--- src/rtl/ifetch_pkg.sv ---
package ifetch_pkg;
  localparam int XLEN = 32;
  localparam int OFFW = 16;
  localparam int WORD_BYTES = 4;

  typedef logic [XLEN-1:0] addr_t;
  typedef logic [OFFW-1:0] off_t;

  // address of the following word
  function automatic addr_t seq_next(input addr_t pc);
    return pc + addr_t'(WORD_BYTES);
  endfunction

  // word offset widened with its sign and scaled to bytes
  function automatic addr_t off_bytes(input off_t off);
    addr_t wide;
    wide = {{(XLEN-OFFW){off[OFFW-1]}}, off};
    return wide << 2;
  endfunction

  // relative target, measured from the following word
  function automatic addr_t branch_next(input addr_t pc, input off_t off);
    return seq_next(pc) + off_bytes(off);
  endfunction
endpackage

--- src/rtl/ifetch_next_pc.sv ---
module ifetch_next_pc
  import ifetch_pkg::*;
(
  input  addr_t pc_cur,
  input  logic  pc_src,
  input  off_t  br_offset,
  output addr_t seq_pc,
  output addr_t tgt_pc,
  output addr_t pc_nxt
);
  always_comb begin
    seq_pc = seq_next(pc_cur);
    tgt_pc = branch_next(pc_cur, br_offset);
    pc_nxt = pc_src ? tgt_pc : seq_pc;
  end
endmodule

--- src/rtl/ifetch_pc_reg.sv ---
module ifetch_pc_reg
  import ifetch_pkg::*;
#(
  parameter addr_t RESET_PC = '0
) (
  input  logic  clk,
  input  logic  rst,
  input  addr_t pc_nxt,
  output addr_t pc_q
);
  always_ff @(posedge clk) begin
    if (rst) pc_q <= RESET_PC;
    else     pc_q <= pc_nxt;
  end
endmodule

--- src/rtl/ifetch_imem.sv ---
module ifetch_imem
  import ifetch_pkg::*;
#(
  parameter int DEPTH = 64,
  localparam int AW = $clog2(DEPTH)
) (
  input  logic            clk,
  input  logic            wr_en,
  input  logic [AW-1:0]   wr_idx,
  input  logic [XLEN-1:0] wr_word,
  input  logic [AW-1:0]   rd_idx,
  output logic [XLEN-1:0] rd_word
);
  logic [XLEN-1:0] words [DEPTH];

  always_ff @(posedge clk) begin
    if (wr_en) words[wr_idx] <= wr_word;
  end

  assign rd_word = words[rd_idx];
endmodule

--- src/rtl/ifetch_unit.sv ---
module ifetch_unit
  import ifetch_pkg::*;
#(
  parameter int DEPTH = 64,
  localparam int AW = $clog2(DEPTH)
) (
  input  logic            clk,
  input  logic            rst,
  input  logic            pc_src,
  input  logic [OFFW-1:0] br_offset,
  input  logic            ld_en,
  input  logic [AW-1:0]   ld_addr,
  input  logic [XLEN-1:0] ld_data,
  output logic [XLEN-1:0] pc_out,
  output logic [XLEN-1:0] instr_out
);
  // named internal events for the checker
  addr_t seq_pc;
  addr_t tgt_pc;
  addr_t pc_nxt;
  addr_t pc_q;
  logic [AW-1:0] fetch_idx;

  ifetch_next_pc u_next (
    .pc_cur   (pc_q),
    .pc_src   (pc_src),
    .br_offset(br_offset),
    .seq_pc   (seq_pc),
    .tgt_pc   (tgt_pc),
    .pc_nxt   (pc_nxt)
  );

  ifetch_pc_reg #(.RESET_PC('0)) u_pc (
    .clk   (clk),
    .rst   (rst),
    .pc_nxt(pc_nxt),
    .pc_q  (pc_q)
  );

  assign fetch_idx = pc_q[AW+1:2];

  ifetch_imem #(.DEPTH(DEPTH)) u_mem (
    .clk    (clk),
    .wr_en  (ld_en),
    .wr_idx (ld_addr),
    .wr_word(ld_data),
    .rd_idx (fetch_idx),
    .rd_word(instr_out)
  );

  assign pc_out = pc_q;
endmodule

--- config.mk ---
export PLATFORM = sky130hd
export DESIGN_NAME = ifetch_unit
export DESIGN_NICKNAME = d
export VERILOG_FILES = /design/src/rtl/ifetch_pkg.sv /design/src/rtl/ifetch_next_pc.sv /design/src/rtl/ifetch_pc_reg.sv /design/src/rtl/ifetch_imem.sv /design/src/rtl/ifetch_unit.sv
export SDC_FILE = /design/constraint.sdc
export NUM_CORES = 2
export LEC_CHECK = 0
export BUFFER_PORTS_ARGS = -buffer_cell sky130_fd_sc_hd__buf_2
export CAP_MARGIN = 20
export CORE_MARGIN = 3
export CORE_UTILIZATION = 34
export DETAILED_ROUTE_END_ITERATION = 12
export PLACE_DENSITY = 0.49
export SLEW_MARGIN = 20
export SYNTH_ARGS = -nofsm -noshare
export SYNTH_HDL_FRONTEND = slang
export SYNTH_SLANG_ARGS = --single-unit
--- constraint.sdc ---
create_clock -name clk -period 8.1 [get_ports clk]
set_clock_uncertainty 0.15 [all_clocks]
set_input_delay 0.81 -clock clk [delete_from_list [all_inputs] [get_ports clk]]
set_output_delay 0.81 -clock clk [all_outputs]
set_load 0.005 [all_outputs]
==> results.json <==
{
  "drive_above_1_share_pct": 30.4,
  "hpwl_um": 125000,
  "hold_viol": 0,
  "cts_tree": "yes",
  "cts.sinks": 2078,
  "io_pins": 122,
  "clkSlewWorstSetupHoldPaths_ps": 60,
  "power_frac_clock_pct": 39.4,
  "min_path_cells": 4,
  "area_growth_syn_to_layout_pct": 14.4,
  "powerDensity_nw_per_um2": 262,
  "rsz0062_at_grt": "no",
  "status": "completed",
  "ys_warn_count": 0,
  "required_ps": 7140,
  "place.gp.congestion": 0.799,
  "cts_setup_buffers": 0,
  "io_buffers": 119,
  "min_path_type": "in -> reg",
  "fin_cells": 7155,
  "nFillCells": 21300,
  "timing.rr.start": "u_pc.pc_q[3]",
  "gr-total-overflow": 0,
  "wl_um": 235000,
  "async_flop_share_pct": 0,
  "num_rows": 179,
  "synth.distinct_cells": 56,
  "p_int_uw": 18600,
  "ys_ff_latch": 2078,
  "slew_viol_final": 0,
  "max_slew_margin_pct": 23.5,
  "final_antenna_net_count": 0,
  "ys.flop_type": "edfxtp_1",
  "reg2regPathDepth": 13,
  "synthTopCellsByArea": "edfxtp_1, mux4_2, dfxtp_1",
  "clock.fmax_mhz": 177,
  "ctsHoldBuffers": 0,
  "worstSetupEndpointType": "output pin",
  "synth.yosys.seq_area_share_pct": 76.1,
  "cp-startpoint": "u_pc.pc_q[2]",
  "cts_buffers": 213,
  "coreArea_um2": 238000,
  "layout_common_cells": "edfxtp_1, mux4_2, clkbuf_16, buf_2, buf_4",
  "final_common_cell": "edfxtp_1",
  "fp.dieArea_um2": 246000,
  "syn_area_um2": 81600,
  "drv_cap": 0,
  "vias": 39100,
  "die_w_um": 496,
  "dp_cells": 6750,
  "globalRouteTotalUtil_pct": 19.0,
  "yosys.area.top_type": "edfxtp_1",
  "avgRoutedWirePerCell_um": 32.9,
  "leakage_uw": 0.0282,
  "cts_resized": 0,
  "first_iter_violations": 4715,
  "start_util_pct": 34.2,
  "power_uw": 24500,
  "worst_slew_pin_slew_ps": 1150,
  "switching_share_pct": 24.0,
  "p_seq_share_pct": 49.2,
  "clock_latency_ps": 830,
  "regArea_um2": 62100,
  "synth_cells": 3561,
  "synth_edf_count": 2048,
  "grt_max_degree": 109,
  "drc": 0,
  "startpoint_type": "flop",
  "setup_viol": 0,
  "die_height_um": 496,
  "finalCriticalPeriod_ps": 5650,
  "min_period_over_period_pct": 69.7,
  "htree_levels": 4,
  "antenna_found_initial": 30,
  "comb_power_share_pct": 11.5,
  "grt_first_pass_wirelength_um": 322000,
  "vdd_drop_max_mv": 0.177,
  "cts_root_buf": "clkbuf_16",
  "worstPathArrival_ps": 4690,
  "multi_input_area_um2": 18900,
  "clockBufferDepth": 3,
  "min-delay-start": "br_offset[0]",
  "first_global_vias": 39400,
  "viasPerCell": 5.47,
  "tns_ps": 0,
  "fin_nets": 3896,
  "crit_fanout": 36,
  "p_switching_uw": 5880,
  "dr.pass1.iters": 5,
  "crit_type": "reg -> out",
  "yosys.area.top_type_share_pct": 75.4,
  "avgSynthCellArea_um2": 22.9
}
[critical path, cell delays in order (launching register included)]
cell     delay, ps
dfxtp_4        870
buf_4          490
buf_4          530
mux4_2         590
mux4_2         480
mux4_2         610
buf_2          180
[Yosys cell counts (4+ instances only)]
library cell / n
edfxtp_1: 2048
mux4_2: 627
nor2_1: 97
clkbuf_1: 86
a21oi_1: 84
a211oi_1: 60
nand2_1: 52
buf_2: 51
mux2i_1: 49
nor2b_1: 49
ha_1: 36
xnor2_1: 36
nand3_1: 34
dfxtp_1: 30
buf_4: 22
o21ai_0: 22
buf_6: 19
buf_1: 15
nand4_1: 14
nor3_1: 14
and3_1: 11
inv_1: 10
a21o_1: 8
o21a_1: 8
xor2_1: 7
o21bai_1: 6
or3_1: 6
nand2b_1: 5
o31ai_1: 5
a22o_1: 4
and4_1: 4
[registers in the layout, indices dropped and copies added, names as in the netlist]
name,flops
u_pc.pc_q,30
u_mem.words,2048
[through the flow]
stage / instance area [um^2] / util [%] / worst slack (ps) / hold WS [ps]
floorplan: 81600 / - / 3800 / 425
global placement: 86400 / 36.3 / 3130 / 442
detailed placement: 86400 / 36.3 / 3180 / 444
CTS: 93200 / 39.1 / 2230 / 114
global route: 93300 / 39.2 / 2030 / 161
finish: 93300 / 39.2 / 2450 / 190
[layer usage]
layer | track usage, % | part of all wire (%) | vias to the layer above
li1 | - | - | 15800
met1 | 27.1 | 43 | 21600
met2 | 29.5 | 47 | 1467
met3 | 4.36 | 7.6 | 327
met4 | 4.77 | 2.3 | 12
met5 | 0 | 0.037 | -
[kinds of logic (layout without fill, tap and decap cells)]
group	count (synthesis)	after routing	share of synthesized area, %
compound gates	223	223	1.80
flops	2078	2078	76.1
simple gates	300	300	1.80
buf+inv	203	619	1.29
mux	676	676	17.9
other cells	1	12	0.00460
xor+xnor	43	43	0.462
fa+ha+maj	37	37	0.577
[path summary, 6_finish.rpt]
check	endpoint	slack [ps]
max	instr_out[22]	2450
min	u_pc.pc_q[2]	190
max reg2reg	u_pc.pc_q[31]	3340
min reg2reg	u_pc.pc_q[11]	470
[power by group through the flow]
stage / sequential [uW] / combinational (uW) / clock, uW
3_3_place_gp: 12300 / 2850 / 0
4_1_cts: 12000 / 2860 / 9850
2_1_floorplan: 12200 / 1860 / 0
5_1_grt: 12000 / 3010 / 10300
6_report: 12000 / 2820 / 9640
3_5_place_dp: 12300 / 2850 / 0
[layout make-up]
class	count	area share, %
clock inverters	127	1.28
diodes	10	0.0268
well taps	3167	4.25
clock buffers	265	5.99
repair buffers	217	1.61
multi-input cells	1281	20.2
flip-flops and latches	2078	66.6
inverters	10	0.0402
Note: power is estimated with default switching activity, not from simulation.
